===== config.mk =====
export PLATFORM = sky130hd
export DESIGN_NAME = bank_map_decoder
export DESIGN_NICKNAME = d
export VERILOG_FILES = /design/src/rtl/bmd_pkg.sv /design/src/rtl/bmd_bank_src.sv /design/src/rtl/bmd_region_dec.sv /design/src/rtl/bmd_addr_mux.sv /design/src/rtl/bank_map_decoder.sv
export SDC_FILE = /design/constraint.sdc
export NUM_CORES = 1
export LEC_CHECK = 0
export BUFFER_PORTS_ARGS = -buffer_cell sky130_fd_sc_hd__clkbuf_2
export CORE_MARGIN = 4
export CORE_UTILIZATION = 40
export DETAILED_ROUTE_END_ITERATION = 10
export GPL_ROUTABILITY_DRIVEN = 0
export PLACE_DENSITY = 0.66
export SYNTH_ARGS = -nofsm -noshare
export SYNTH_HDL_FRONTEND = slang
export SYNTH_SLANG_ARGS = --single-unit

===== constraint.sdc =====
create_clock -name clk_i -period 13.68 [get_ports clk_i]
set_input_delay 2.736 -clock clk_i [delete_from_list [all_inputs] [get_ports clk_i]]
set_output_delay 2.736 -clock clk_i [all_outputs]
set_load 0.1 [all_outputs]

===== src/rtl/bmd_pkg.sv =====
package bmd_pkg;
  localparam int unsigned BANK_W = 8;
  localparam int unsigned ADDR_W = 16;

  typedef enum logic [2:0] {
    REG_NONE     = 3'd0,
    REG_MB_RAM   = 3'd1,
    REG_EXP_RAM  = 3'd2,
    REG_SLOW_RAM = 3'd3,
    REG_EXP_ROM  = 3'd4,
    REG_MB_ROM   = 3'd5
  } region_e;
endpackage


===== src/rtl/bmd_bank_src.sv =====
module bmd_bank_src #(
  parameter int unsigned BANK_W = 8
) (
  input  logic              clk_i,
  input  logic              rst_ni,
  input  logic [BANK_W-1:0] data_i,
  input  logic              bank_le_i,
  input  logic              dma_i,
  input  logic              dma_bank_we_i,
  output logic [BANK_W-1:0] bank_o
);
  logic [BANK_W-1:0] bus_bank_q, dma_bank_q;

  always_ff @(posedge clk_i or negedge rst_ni) begin
    if (!rst_ni) begin
      bus_bank_q <= '0;
      dma_bank_q <= '0;
    end else begin
      if (bank_le_i && !dma_i) bus_bank_q <= data_i;
      if (dma_bank_we_i)       dma_bank_q <= data_i;
    end
  end

  assign bank_o = dma_i ? dma_bank_q : bus_bank_q;


  dma_holds_bus_bank_chk: assert property (@(posedge clk_i) disable iff (!rst_ni)
    dma_i |=> $stable(bus_bank_q));
endmodule


===== src/rtl/bmd_region_dec.sv =====
module bmd_region_dec
  import bmd_pkg::*;
#(
  parameter int unsigned BANK_W          = 8,
  parameter int unsigned NUM_ROWS        = 4,
  parameter int unsigned SMALL_ROW_BANKS = 4,
  parameter int unsigned LARGE_ROW_BANKS = 16,
  parameter logic [BANK_W-1:0] MB_SMALL_TOP = 8'h01,
  parameter logic [BANK_W-1:0] MB_LARGE_TOP = 8'h0F,
  parameter logic [BANK_W-1:0] SLOW_LO      = 8'hE0,
  parameter logic [BANK_W-1:0] SLOW_HI      = 8'hE1,
  parameter logic [BANK_W-1:0] XROM_LO      = 8'hF0,
  parameter logic [BANK_W-1:0] SPLIT_LO     = 8'hFC,
  parameter logic [BANK_W-1:0] SPLIT_HI     = 8'hFE,
  localparam int unsigned ROW_W = $clog2(NUM_ROWS),
  localparam int unsigned LOG_S = $clog2(SMALL_ROW_BANKS),
  localparam int unsigned LOG_L = $clog2(LARGE_ROW_BANKS)
) (
  input  logic [BANK_W-1:0] bank_i,
  input  logic              big_board_i,
  input  logic              row_1m_i,
  input  logic              rom_split_i,
  output region_e           region_o,
  output logic [ROW_W-1:0]  row_o,
  output logic [LOG_L-1:0]  off_o
);
  localparam logic [BANK_W:0] SPAN_S = (BANK_W+1)'(NUM_ROWS * SMALL_ROW_BANKS);
  localparam logic [BANK_W:0] SPAN_L = (BANK_W+1)'(NUM_ROWS * LARGE_ROW_BANKS);

  logic [BANK_W-1:0] mb_top, split;
  logic [BANK_W:0]   base, off_full, span;
  logic              exp_hit;

  always_comb begin
    mb_top   = big_board_i ? MB_LARGE_TOP : MB_SMALL_TOP;
    base     = {1'b0, mb_top} + 1'b1;
    // below base wraps to a large value, so one compare bounds both ends
    off_full = {1'b0, bank_i} - base;
    span     = row_1m_i ? SPAN_L : SPAN_S;
    exp_hit  = off_full < span;
    split    = rom_split_i ? SPLIT_HI : SPLIT_LO;

    region_o = REG_NONE;
    row_o    = '0;
    off_o    = '0;
    if (bank_i <= mb_top) begin
      region_o = REG_MB_RAM;
    end else if (exp_hit) begin
      region_o = REG_EXP_RAM;
      if (row_1m_i) begin
        row_o = off_full[LOG_L +: ROW_W];
        off_o = off_full[LOG_L-1:0];
      end else begin
        row_o = off_full[LOG_S +: ROW_W];
        off_o = {{(LOG_L-LOG_S){1'b0}}, off_full[LOG_S-1:0]};
      end
    end else if (bank_i >= SLOW_LO && bank_i <= SLOW_HI) begin
      region_o = REG_SLOW_RAM;
    end else if (bank_i >= split) begin
      region_o = REG_MB_ROM;
    end else if (bank_i >= XROM_LO) begin
      region_o = REG_EXP_ROM;
    end
  end
endmodule


===== src/rtl/bmd_addr_mux.sv =====
module bmd_addr_mux #(
  parameter int unsigned ADDR_W = 16,
  parameter int unsigned LOG_S  = 2,
  parameter int unsigned LOG_L  = 4,
  localparam int unsigned S_W    = ADDR_W + LOG_S,
  localparam int unsigned L_W    = ADDR_W + LOG_L,
  localparam int unsigned S_HALF = S_W / 2,
  localparam int unsigned L_HALF = L_W / 2
) (
  input  logic [LOG_L-1:0]  off_i,
  input  logic [ADDR_W-1:0] addr_i,
  input  logic              row_1m_i,
  input  logic              phase_i,
  input  logic              en_i,
  output logic [L_HALF-1:0] dram_addr_o
);
  logic [L_W-1:0]    full;
  logic [L_HALF-1:0] row_half, col_half;

  always_comb begin
    // off_i upper bits are zero in small-row mode
    full = {off_i, addr_i};
    if (row_1m_i) begin
      row_half = full[L_W-1:L_HALF];
      col_half = full[L_HALF-1:0];
    end else begin
      row_half = {{(L_HALF-S_HALF){1'b0}}, full[S_W-1:S_HALF]};
      col_half = {{(L_HALF-S_HALF){1'b0}}, full[S_HALF-1:0]};
    end
    dram_addr_o = !en_i ? '0 : (phase_i ? col_half : row_half);
  end
endmodule


===== src/rtl/bank_map_decoder.sv =====
module bank_map_decoder
  import bmd_pkg::*;
(
  input  logic        clk_i,
  input  logic        rst_ni,
  input  logic [7:0]  data_i,
  input  logic        bank_le_i,
  input  logic [15:0] addr_i,
  input  logic        dma_i,
  input  logic        dma_bank_we_i,
  input  logic        big_board_i,
  input  logic        row_1m_i,
  input  logic        rom_split_i,
  input  logic        mux_phase_i,
  output logic [2:0]  region_o,
  output logic        exp_ram_sel_o,
  output logic [1:0]  row_sel_o,
  output logic [9:0]  dram_addr_o
);
  localparam int unsigned LOG_S = 2;
  localparam int unsigned LOG_L = 4;

  logic [BANK_W-1:0] bank;
  region_e           region;
  logic [1:0]        row;
  logic [LOG_L-1:0]  off;
  logic              exp_en;

  bmd_bank_src #(.BANK_W(BANK_W)) u_src (
    .clk_i, .rst_ni, .data_i, .bank_le_i, .dma_i, .dma_bank_we_i,
    .bank_o(bank)
  );

  bmd_region_dec #(
    .BANK_W(BANK_W), .NUM_ROWS(4),
    .SMALL_ROW_BANKS(1 << LOG_S), .LARGE_ROW_BANKS(1 << LOG_L)
  ) u_dec (
    .bank_i(bank), .big_board_i, .row_1m_i, .rom_split_i,
    .region_o(region), .row_o(row), .off_o(off)
  );

  assign exp_en = (region == REG_EXP_RAM);

  bmd_addr_mux #(.ADDR_W(ADDR_W), .LOG_S(LOG_S), .LOG_L(LOG_L)) u_mux (
    .off_i(off), .addr_i, .row_1m_i, .phase_i(mux_phase_i), .en_i(exp_en),
    .dram_addr_o
  );

  assign region_o      = region;
  assign exp_ram_sel_o = exp_en;
  assign row_sel_o     = row;


  unmapped_quiet_chk: assert property (@(posedge clk_i) disable iff (!rst_ni)
    (region_o != REG_EXP_RAM) |-> (!exp_ram_sel_o && row_sel_o == 2'd0 && dram_addr_o == 10'd0));

  small_half_width_chk: assert property (@(posedge clk_i) disable iff (!rst_ni)
    (exp_ram_sel_o && !row_1m_i) |-> !dram_addr_o[9]);

  rom_top_banks_chk: assert property (@(posedge clk_i) disable iff (!rst_ni)
    (region_o == REG_EXP_ROM || region_o == REG_MB_ROM) |-> (bank[7:4] == 4'hF));

  mb_ram_low_chk: assert property (@(posedge clk_i) disable iff (!rst_ni)
    (region_o == REG_MB_RAM) |-> (bank <= 8'h0F));
endmodule


==> flow_metrics.env <==
export IMPL_outcome="complete, no violations"
export IMPL_start_util=0.418
export IMPL_synthAdderAreaFrac=0.0583
export IMPL_clkTransAtPathRegs_ns=0.09
export IMPL_clk_latency_ns=0.28
export IMPL_relSlewSlack=0.511
export IMPL_yosys_area_share_simple=0.209
export IMPL_worstHoldPathType="reg -> reg"
export IMPL_place_inst=235
export IMPL_ir_drop_uv=73.2
export IMPL_row_count=21
export IMPL_utilization=0.503
export IMPL_maxCapViolCount=0
export IMPL_synth_top_family_by_area="multiplexers"
export IMPL_crit_arrival_ns=6.47
export IMPL_yosysSeqAreaShare=0.283
export IMPL_finalClockSkew_ns=0
export IMPL_dieArea_um2=4560
export IMPL_vias=1233
export IMPL_layout_commonest_cell="clkbuf_2"
export IMPL_syn_area_per_cell_um2=9.44
export IMPL_async_reset_ff_frac=1.00
export IMPL_cts_root_buffer="clkbuf_4"
export IMPL_grt_start_max_net_pins=20
export IMPL_wl_mm=3.20
export IMPL_rsz0062_at_grt="no"
export IMPL_grt_ovfl_total=0
export IMPL_syn_to_final_growth_pct=20.3
export IMPL_drt_iter0_drc=54
export IMPL_track_usage=0.157
export IMPL_antennaDiodeCount=0
export IMPL_drtAntennaViolNets=0
export IMPL_finalHoldViolations=0
export IMPL_worstMarginPinSlew_ns=0.733
export IMPL_drc=0
export IMPL_report_final_slew_viol_count=0
export IMPL_total_leakage_power_nw=0.806
export IMPL_crit_type="in -> out"
export IMPL_port_buffers=48
export IMPL_hp_start="u_src.dma_bank_q[2]"
export IMPL_cts_sinks=16
export IMPL_synthXorXnorAreaFrac=0.0309
export IMPL_layout_drive_gt1_share=0.440
export IMPL_die_w_um=67.5
export IMPL_cts_setup_buffers=0
export IMPL_yosys_warnings=0
export IMPL_timing_final_crit_share=0.673
export IMPL_syn_nets=189
export IMPL_power_mw=0.237
export IMPL_syn_inst=150
export IMPL_ys_ff_latch=16
export IMPL_hold_path_end="u_src.dma_bank_q[2]"
export IMPL_post_drt_wl_per_cell_um=13.4
export IMPL_hold_buffers=0
export IMPL_layout_cells_non_filler=239
export IMPL_ff2ff_path_depth=1
export IMPL_cellPowerDensity_nw_per_um2=139
export IMPL_cts_buffers=3
export IMPL_viasPerCell=5.16
export IMPL_cts_buffer_depth=2
export IMPL_setup_viol=0
export IMPL_critPathLaunch="dma_i"
export IMPL_synth_top_flop_cell="dfrtp_1"
export IMPL_cts_resized_gates=0
export IMPL_synth_distinct_cells=36
export IMPL_synth_edf_count=0
export IMPL_fill_cells=330
export IMPL_hold_ws_ns=0.530
export IMPL_nets=233
export IMPL_synth_compound_area_share=0.115
export IMPL_setup_worst_path_start_class="primary input"
export IMPL_cp_max_fo=18
export IMPL_hold_depth=1
export IMPL_io_pins=49
export IMPL_period_minus_slack_ns=9.21
export IMPL_htreeDepth=1
export IMPL_grt_antenna_before_repair=0
export IMPL_die_y_um=67.5
export IMPL_final_cell_mix="48 x clkbuf_2, 19 x mux2_2, 16 x dfrtp_1"
export IMPL_synthMuxAreaShare=0.250
export IMPL_drt_first_pass_iters=4
export IMPL_syn_area_um2=1420
export IMPL_rrSetupSlack_ns=12.86
export IMPL_grt_pass1_wl_mm=5.58
export IMPL_grt_pass1_vias=1273
export IMPL_cts_tree="yes"
export IMPL_coreArea_um2=3390
export IMPL_fin_tns_setup_ns=0
export IMPL_fmax_mhz=109
export IMPL_crit_path_end_kind="primary output"
export IMPL_hpwlAfterDp_mm=2.73
export IMPL_rr_startpoint="u_src.bus_bank_q[5]"
export IMPL_regToRegEndpoint="u_src.bus_bank_q[5]"
export IMPL_cp_required_ns=10.94
-- flip-flops by register name, summed over array words and instances, names as in the netlist --
| register | count |
|---|---|
| u_src.dma_bank_q | 8 |
| u_src.bus_bank_q | 8 |
-- layout make-up --
class | instances | area [um2] | area share
clock buffer | 4 | 36.3 | 0.0213
tap | 46 | 57.6 | 0.0338
timing repair buffer | 49 | 248 | 0.145
sequential | 16 | 400 | 0.235
inverter | 6 | 22.5 | 0.0132
multi-input combinational | 118 | 940 | 0.551
-- critical path, cell delays in order --
cell      delay (ns)
clkbuf_2        0.32
mux2i_1         0.39
inv_1           0.11
ha_1            0.31
a21o_1          0.19
a21oi_1         0.35
o21ai_0         0.19
xor2_1          0.18
ha_1            0.30
a311o_1         0.50
nor4_1          0.36
clkbuf_2        0.51
-- cells by family (layout without fill, tap and decap cells) --
| kind of cell | count (synthesis) | count (layout) |
|---|---|---|
| and+or+nand+nor | 49 | 49 |
| xor gates and xnor gates | 5 | 5 |
| DFF | 16 | 16 |
| muxes | 33 | 33 |
| AOI/OAI and AO/OA | 25 | 25 |
| buffers and inverters | 16 | 59 |
| adders and majority gates | 6 | 6 |
-- through the flow --
step | setup WS, ns | instance area, um2
2_1_floorplan | 2.73 | 1420
3_3_place_gp | 4.65 | 1670
3_5_place_dp | 4.46 | 1670
4_1_cts | 4.46 | 1700
5_1_grt | 4.14 | 1700
6_report | 4.47 | 1700
-- cell usage after synthesis (all sizes together), types with 2 or more instances --
| master | instances | area (um2) |
|---|---|---|
| o21ai | 5 | 25.0 |
| nor2b | 3 | 18.8 |
| nor3b | 3 | 22.5 |
| a21oi | 11 | 55.1 |
| clkbuf | 7 | 26.3 |
| dfrtp | 16 | 400 |
| inv | 6 | 22.5 |
| mux2 | 19 | 214 |
| a211oi | 2 | 20.0 |
| ha | 5 | 62.6 |
| buf | 3 | 27.5 |
| mux2i | 14 | 140 |
| nand3 | 3 | 15.0 |
| nand2 | 7 | 26.3 |
| xor2 | 2 | 17.5 |
| nor2 | 14 | 52.6 |
| xnor2 | 3 | 26.3 |
| nor3 | 13 | 110 |
-- where the power goes --
part / switching [mW] / leakage, nW / internal (mW) / total [mW]
Clock: 0.0140 / 0.0210 / 0.0162 / 0.0302
Combinational: 0.112 / 0.597 / 0.0366 / 0.149
Sequential: 0.00523 / 0.187 / 0.0531 / 0.0584
Total: 0.131 / 0.806 / 0.106 / 0.237
-- per-layer routing --
metal  share of wire  global-route usage
met5               0                   0
met3           0.083              0.0216
met1            0.43               0.193
met2            0.49               0.287
met4          0.0066              0.0380
-- worst max-delay path by stage --
stage	to	slack [ns]	depth (start not counted)
floorplan	row_sel_o[1]	2.73	12
global placement	row_sel_o[0]	4.65	12
detailed placement	row_sel_o[1]	4.46	12
CTS	row_sel_o[0]	4.46	12
global route	row_sel_o[1]	4.14	12
finish	row_sel_o[1]	4.47	12
Power figures use the tool's default switching activity.
